[src/rtl/burst_pkg.sv]
package burst_pkg;
  localparam int unsigned CNT_W = 2;

  typedef enum logic {
    ORDER_LINEAR     = 1'b0,
    ORDER_INTERLEAVE = 1'b1
  } burst_order_e;

  typedef enum logic [1:0] {
    ACT_HOLD      = 2'd0,
    ACT_ADVANCE   = 2'd1,
    ACT_LOAD_CTRL = 2'd2,
    ACT_LOAD_PROC = 2'd3
  } burst_act_e;

  function automatic logic [CNT_W-1:0] burst_low(input burst_order_e order,
                                                 input logic [CNT_W-1:0] start,
                                                 input logic [CNT_W-1:0] cnt);
    if (order == ORDER_INTERLEAVE) return start ^ cnt;
    return CNT_W'(start + cnt);
  endfunction
endpackage

[src/rtl/burst_decode.sv]
module burst_decode
  import burst_pkg::*;
(
  input  logic       ctrl_stb_ni,
  input  logic       proc_stb_ni,
  input  logic       adv_ni,
  input  logic       ce1_ni,
  input  logic       ce2_i,
  input  logic       ce3_ni,
  output burst_act_e act_o,
  output logic       sel_d_o
);
  logic ce_ok;

  assign ce_ok = ~ce1_ni & ce2_i & ~ce3_ni;

  always_comb begin
    sel_d_o = ce_ok;
    if (!ctrl_stb_ni)               act_o = ACT_LOAD_CTRL;
    else if (!proc_stb_ni && ce_ok) act_o = ACT_LOAD_PROC;
    else if (!adv_ni)               act_o = ACT_ADVANCE;
    else                            act_o = ACT_HOLD;
  end
endmodule

[src/rtl/burst_counter.sv]
module burst_counter #(
  parameter int unsigned CNT_W = 2
) (
  input  logic             clk_i,
  input  logic             rst_ni,
  input  logic             clr_i,
  input  logic             inc_i,
  output logic [CNT_W-1:0] cnt_o
);
  logic [CNT_W-1:0] cnt_q;

  always_ff @(posedge clk_i or negedge rst_ni) begin
    if (!rst_ni)     cnt_q <= '0;
    else if (clr_i)  cnt_q <= '0;
    else if (inc_i)  cnt_q <= CNT_W'(cnt_q + 1'b1);
  end

  assign cnt_o = cnt_q;

  AST_CNT_CLEAR: assert property (@(posedge clk_i) disable iff (!rst_ni)
    clr_i |=> cnt_o == '0);
  AST_CNT_STEP: assert property (@(posedge clk_i) disable iff (!rst_ni)
    (inc_i && !clr_i) |=> cnt_o == CNT_W'($past(cnt_o) + 1'b1));
  AST_CNT_HOLD: assert property (@(posedge clk_i) disable iff (!rst_ni)
    (!inc_i && !clr_i) |=> $stable(cnt_o));
endmodule

[src/rtl/burst_base_reg.sv]
module burst_base_reg #(
  parameter int unsigned ADDR_W = 21
) (
  input  logic              clk_i,
  input  logic              rst_ni,
  input  logic              load_i,
  input  logic [ADDR_W-1:0] addr_i,
  input  logic              sel_d_i,
  output logic [ADDR_W-1:0] base_o,
  output logic              sel_o
);
  logic [ADDR_W-1:0] base_q;
  logic              sel_q;

  always_ff @(posedge clk_i or negedge rst_ni) begin
    if (!rst_ni) begin
      base_q <= '0;
      sel_q  <= 1'b0;
    end else if (load_i) begin
      base_q <= addr_i;
      sel_q  <= sel_d_i;
    end
  end

  assign base_o = base_q;
  assign sel_o  = sel_q;

  AST_BASE_HOLD: assert property (@(posedge clk_i) disable iff (!rst_ni)
    !load_i |=> $stable(base_o));
  AST_SEL_HOLD: assert property (@(posedge clk_i) disable iff (!rst_ni)
    !load_i |=> $stable(sel_o));
endmodule

[src/rtl/burst_order_mux.sv]
module burst_order_mux
  import burst_pkg::*;
#(
  parameter int unsigned LO_W = CNT_W
) (
  input  burst_order_e    order_i,
  input  logic [LO_W-1:0] start_i,
  input  logic [LO_W-1:0] cnt_i,
  output logic [LO_W-1:0] lo_o
);
  logic [LO_W-1:0] lin, ilv;

  assign lin = LO_W'(start_i + cnt_i);

  for (genvar b = 0; b < LO_W; b++) begin : g_ilv
    assign ilv[b] = start_i[b] ^ cnt_i[b];
  end

  assign lo_o = (order_i == ORDER_INTERLEAVE) ? ilv : lin;
endmodule

[src/rtl/burst_addr_gen.sv]
module burst_addr_gen
  import burst_pkg::*;
#(
  parameter int unsigned ADDR_W = 21
) (
  input  logic              clk_i,
  input  logic              rst_ni,
  input  logic [ADDR_W-1:0] addr_i,
  input  logic              ctrl_stb_ni,
  input  logic              proc_stb_ni,
  input  logic              adv_ni,
  input  logic              ce1_ni,
  input  logic              ce2_i,
  input  logic              ce3_ni,
  input  logic              order_i,
  output logic [ADDR_W-1:0] addr_o,
  output logic              sel_o
);
  localparam int unsigned HI_W = ADDR_W - CNT_W;

  burst_act_e        act;
  logic              sel_d, load, inc;
  logic [ADDR_W-1:0] base;
  logic [CNT_W-1:0]  cnt, lo;
  burst_order_e      order;

  assign order = burst_order_e'(order_i);

  burst_decode u_decode (
    .ctrl_stb_ni (ctrl_stb_ni),
    .proc_stb_ni (proc_stb_ni),
    .adv_ni      (adv_ni),
    .ce1_ni      (ce1_ni),
    .ce2_i       (ce2_i),
    .ce3_ni      (ce3_ni),
    .act_o       (act),
    .sel_d_o     (sel_d)
  );

  assign load = (act == ACT_LOAD_CTRL) || (act == ACT_LOAD_PROC);
  assign inc  = (act == ACT_ADVANCE);

  burst_counter #(.CNT_W(CNT_W)) u_cnt (
    .clk_i  (clk_i),
    .rst_ni (rst_ni),
    .clr_i  (load),
    .inc_i  (inc),
    .cnt_o  (cnt)
  );

  burst_base_reg #(.ADDR_W(ADDR_W)) u_base (
    .clk_i   (clk_i),
    .rst_ni  (rst_ni),
    .load_i  (load),
    .addr_i  (addr_i),
    .sel_d_i (sel_d),
    .base_o  (base),
    .sel_o   (sel_o)
  );

  burst_order_mux #(.LO_W(CNT_W)) u_mux (
    .order_i (order),
    .start_i (base[CNT_W-1:0]),
    .cnt_i   (cnt),
    .lo_o    (lo)
  );

  assign addr_o = {base[ADDR_W-1:CNT_W], lo};

  AST_CTRL_LOADS: assert property (@(posedge clk_i) disable iff (!rst_ni)
    !ctrl_stb_ni |=> addr_o[ADDR_W-1:CNT_W] == $past(addr_i[ADDR_W-1:CNT_W]));
  AST_CTRL_SEL: assert property (@(posedge clk_i) disable iff (!rst_ni)
    !ctrl_stb_ni |=> sel_o == $past(~ce1_ni & ce2_i & ~ce3_ni));
  AST_PROC_SEL: assert property (@(posedge clk_i) disable iff (!rst_ni)
    (ctrl_stb_ni && !proc_stb_ni && !ce1_ni && ce2_i && !ce3_ni) |=> sel_o);
  AST_PROC_IGNORED: assert property (@(posedge clk_i) disable iff (!rst_ni)
    (ctrl_stb_ni && !(!ce1_ni && ce2_i && !ce3_ni))
      |=> $stable(addr_o[ADDR_W-1:CNT_W]) && $stable(sel_o));
  AST_LOAD_OVER_ADV: assert property (@(posedge clk_i) disable iff (!rst_ni)
    $onehot0({load, inc}));
  AST_NO_CARRY: assert property (@(posedge clk_i) disable iff (!rst_ni)
    (!adv_ni && ctrl_stb_ni && proc_stb_ni) |=> $stable(addr_o[ADDR_W-1:CNT_W]));

  if (HI_W < 1) begin : g_bad_width
    initial $error("ADDR_W must exceed the burst count width");
  end
endmodule

[config.mk]
export PLATFORM = sky130hd
export DESIGN_NAME = burst_addr_gen
export DESIGN_NICKNAME = d
export VERILOG_FILES = /design/src/rtl/burst_pkg.sv /design/src/rtl/burst_decode.sv /design/src/rtl/burst_counter.sv /design/src/rtl/burst_base_reg.sv /design/src/rtl/burst_order_mux.sv /design/src/rtl/burst_addr_gen.sv
export SDC_FILE = /design/constraint.sdc
export NUM_CORES = 1
export LEC_CHECK = 0
export ABC_AREA = 1
export BUFFER_PORTS_ARGS = -buffer_cell sky130_fd_sc_hd__buf_2
export CAP_MARGIN = 10
export CORE_MARGIN = 1.5
export CORE_UTILIZATION = 50
export DETAILED_ROUTE_END_ITERATION = 16
export GPL_TIMING_DRIVEN = 0
export PLACE_DENSITY = 0.9
export SYNTH_ARGS = -nofsm -noshare
export SYNTH_HDL_FRONTEND = slang
export SYNTH_SLANG_ARGS = --single-unit
[constraint.sdc]
create_clock -name clk_i -period 1.8 [get_ports clk_i]
set_input_delay 0.09 -clock clk_i [delete_from_list [all_inputs] [get_ports clk_i]]
set_output_delay 0.09 -clock clk_i [all_outputs]
set_load 0.05 [all_outputs]
==> results.md <==
- Run status: complete, no violations
- LEAKAGE: between 0.9 and 1 nW
- Crit path required time: 1710 ps
- Setup_tns: 0 ps
- Vias/cell: 4.63
- Placed cell areas: 0.00149 mm²
- Pre-antenna DRT Iters: 6
- Core Region: 0.00223 mm²
- IO Port Bufs: 51
- CP Buf/Inv Count: 4
- Worst relative slew slack: 0.655
- Setup WS pre-CTS: 597 ps
- Synth cell types: 16
- Hold WS: 85.6 ps
- Io pins: 52
- Max_cap viols: 0
- Worst-Skew Late Latency: 290 ps
- Initial antenna violation count: 0
- Largest net degree at the start of global routing: 25
- Hold Path Class: in2reg
- Total routed wirelength: 2.73 mm
- CP cell instances: ha_1, inv_1, nor2_1, inv_1, nand2_1, nand2_1, inv_1, buf_2
- Grt ovf: 0
- Post-CTS Setup Repair Bufs: 0
- Top cell family by delay on the critical path: flip-flops
- Synth Register Bits: 24
- # setup viols final: 0
- Area grow syn2layout: 44.3%
- CP Class: reg2out
- Overall die area: 0.00271 mm²
- Starting Density: 0.539
- Via count: about 1100
- Crit path DAT: between 1000 and 1500 ps
- Slew @ Worst Pin: 517 ps
- Routed wire length per instance: 11.3 µm
- Power density cells: 767 mW/mm²
- Hold_buf cts: 21
- Syn Area/Cell: 8.72 µm²
- Warnings, synthesis: 0
- Sink Count: 24
- Final Critical Period: around 1500 ps
- Endpoints failing hold: 0
- Seq/Total Area, Yosys: 0.499
- Fin crit share: 0.848
- Peak supply drop: about 0.00065 V
- Post-route DRC: 0
- Worst R2R Setup Slack: 980 ps
- Clk slew on worst S/H paths: 120 ps
- NumNets Final: 247
- H-tree depth: 1
- GRT Util Overall: 0.213
- First-pass GRT wire length: between 4 and 5 mm
- Clock Tree Buf Depth: 2
- GP Congestion: 0.717
- Slew Viols, Final: 0
- TritonCTS clock tree: built
- Dpl hpwl: 1.96 mm
- Post-route ant nets: 0
- Vias in the first global route: 1078
- Syn_nets: 169
- Clock skew: 0.232 ps
- Die Ht: 52.1 µm
- # resized after CTS: 0
- Worst path max stage delay: 400 ps
- Syn Std Cell Area: 0.00120 mm²
- Final Instance Area: 0.00174 mm²
- CTS buffer count: 3
- CP dominant cell by count: inv_1
- RSZ-0062 raised after global routing: no
- Worst path slowest cell: dfrtp_1
- Ant. Diodes: 0
- Row cnt: 17
- Die W: between 50 and 60 µm
- Worst Setup End Kind: output port
- Share of cells above drive strength 1: 0.388
- Initial DRC Count: 10
- Fmax: 0.655 GHz
- CP startpoint kind: register
- Mapped Cells: 138
- CP Max Fanout: 3
- Clock root buffer master: clkbuf_4
- Fin worst setup slack: around 270 ps
[per-stage QoR]
| step | std cells | total power, mW | utilization |
|---|---|---|---|
| after floorplan | 138 | 0.975 | - |
| after detailed placement | 217 | 1.09 | 0.669 |
| after global placement | 217 | 1.08 | 0.669 |
| final | 242 | 1.33 | 0.778 |
| after global routing | 242 | 1.40 | 0.778 |
| after CTS | 241 | 1.34 | 0.773 |
[worst register-to-register path: cells and delay by family, from the launching register on]
kind	cells	cell delay, ps
flops	1	420
xor+xnor	1	160
simple gates	2	150
[sequential cells by signal, indices dropped and copies added (netlist names)]
| name | flops |
|---|---|
| u_base.base_o | 21 |
| u_base.sel_o | 1 |
| u_cnt.cnt_o | 2 |
[cell type report]
class | count | area (µm²)
sequential | 24 | 601
fill | 172 | 497
timing repair buffer | 73 | 475
multi-input combinational | 80 | 384
buffer | 25 | 185
tap | 28 | 35.0
inverter | 9 | 33.8
clock buffer | 3 | 22.5
[cells in the final DEF (no fill, tap or decap), drive strengths merged]
cell type,count
inv,9
clkbuf,3
nor2,4
o211ai,1
xor2,2
dfrtp,24
buf,76
nand2,48
ha,1
dlygate4sd3,22
xnor2,1
nand3,23
[cells by family (layout without fill, tap and decap cells)]
family | count (synthesis) | in the layout | synth area share
adder cells (fa/ha/maj) | 1 | 1 | 0.0104
AO/OA/AOI/OAI | 1 | 1 | 0.00624
AND/OR/NAND/NOR | 75 | 75 | 0.281
XOR/XNOR | 3 | 3 | 0.0218
flip-flops | 24 | 24 | 0.499
buffers and inverters | 34 | 110 | 0.182
[power by group]
| part | total (mW) | internal, mW | switching, mW | leakage, nW |
|---|---|---|---|---|
| logic | 0.492 | 0.183 | 0.309 | 0.691 |
| registers | 0.621 | 0.590 | 0.0310 | 0.295 |
| clock network | 0.219 | 0.0777 | 0.142 | 0.0138 |
[final timing paths]
kind                                              start                           end  depth (start not counted)
min reg2reg                u_base.base_o[4]$_DFFE_PN0N_  u_base.base_o[4]$_DFFE_PN0N_                          2
max                          u_cnt.cnt_o[0]$_DFFE_PN0P_                     addr_o[1]                          8
min                                              ce1_ni      u_base.sel_o$_DFFE_PN0N_                          4
min in group asynchronous                        rst_ni      u_base.sel_o$_DFFE_PN0N_                          2
max in group asynchronous                        rst_ni  u_base.base_o[8]$_DFFE_PN0N_                          2
max reg2reg                  u_cnt.cnt_o[0]$_DFFE_PN0P_    u_cnt.cnt_o[1]$_DFFE_PN0P_                          3
[Yosys cell counts]
library cell / n / area, µm²
buf_2: 4 / 20.0
buf_4: 19 / 143
buf_6: 2 / 22.5
dfrtp_1: 24 / 601
ha_1: 1 / 12.5
inv_1: 8 / 30.0
inv_2: 1 / 3.75
nand2_1: 47 / 176
nand2_4: 1 / 11.3
nand3_1: 22 / 110
nand3_4: 1 / 17.5
nor2_1: 3 / 11.3
nor2_4: 1 / 11.3
o211ai_1: 1 / 7.51
xnor2_1: 1 / 8.76
xor2_1: 2 / 17.5
[per-layer routing]
metal / global-route usage / part of all wire
met5: 0 / 0
met4: 0.0395 / 0.0048
met3: 0.0259 / 0.040
met2: 0.422 / 0.56
met1: 0.240 / 0.39
(Power assumes the default switching activity.)
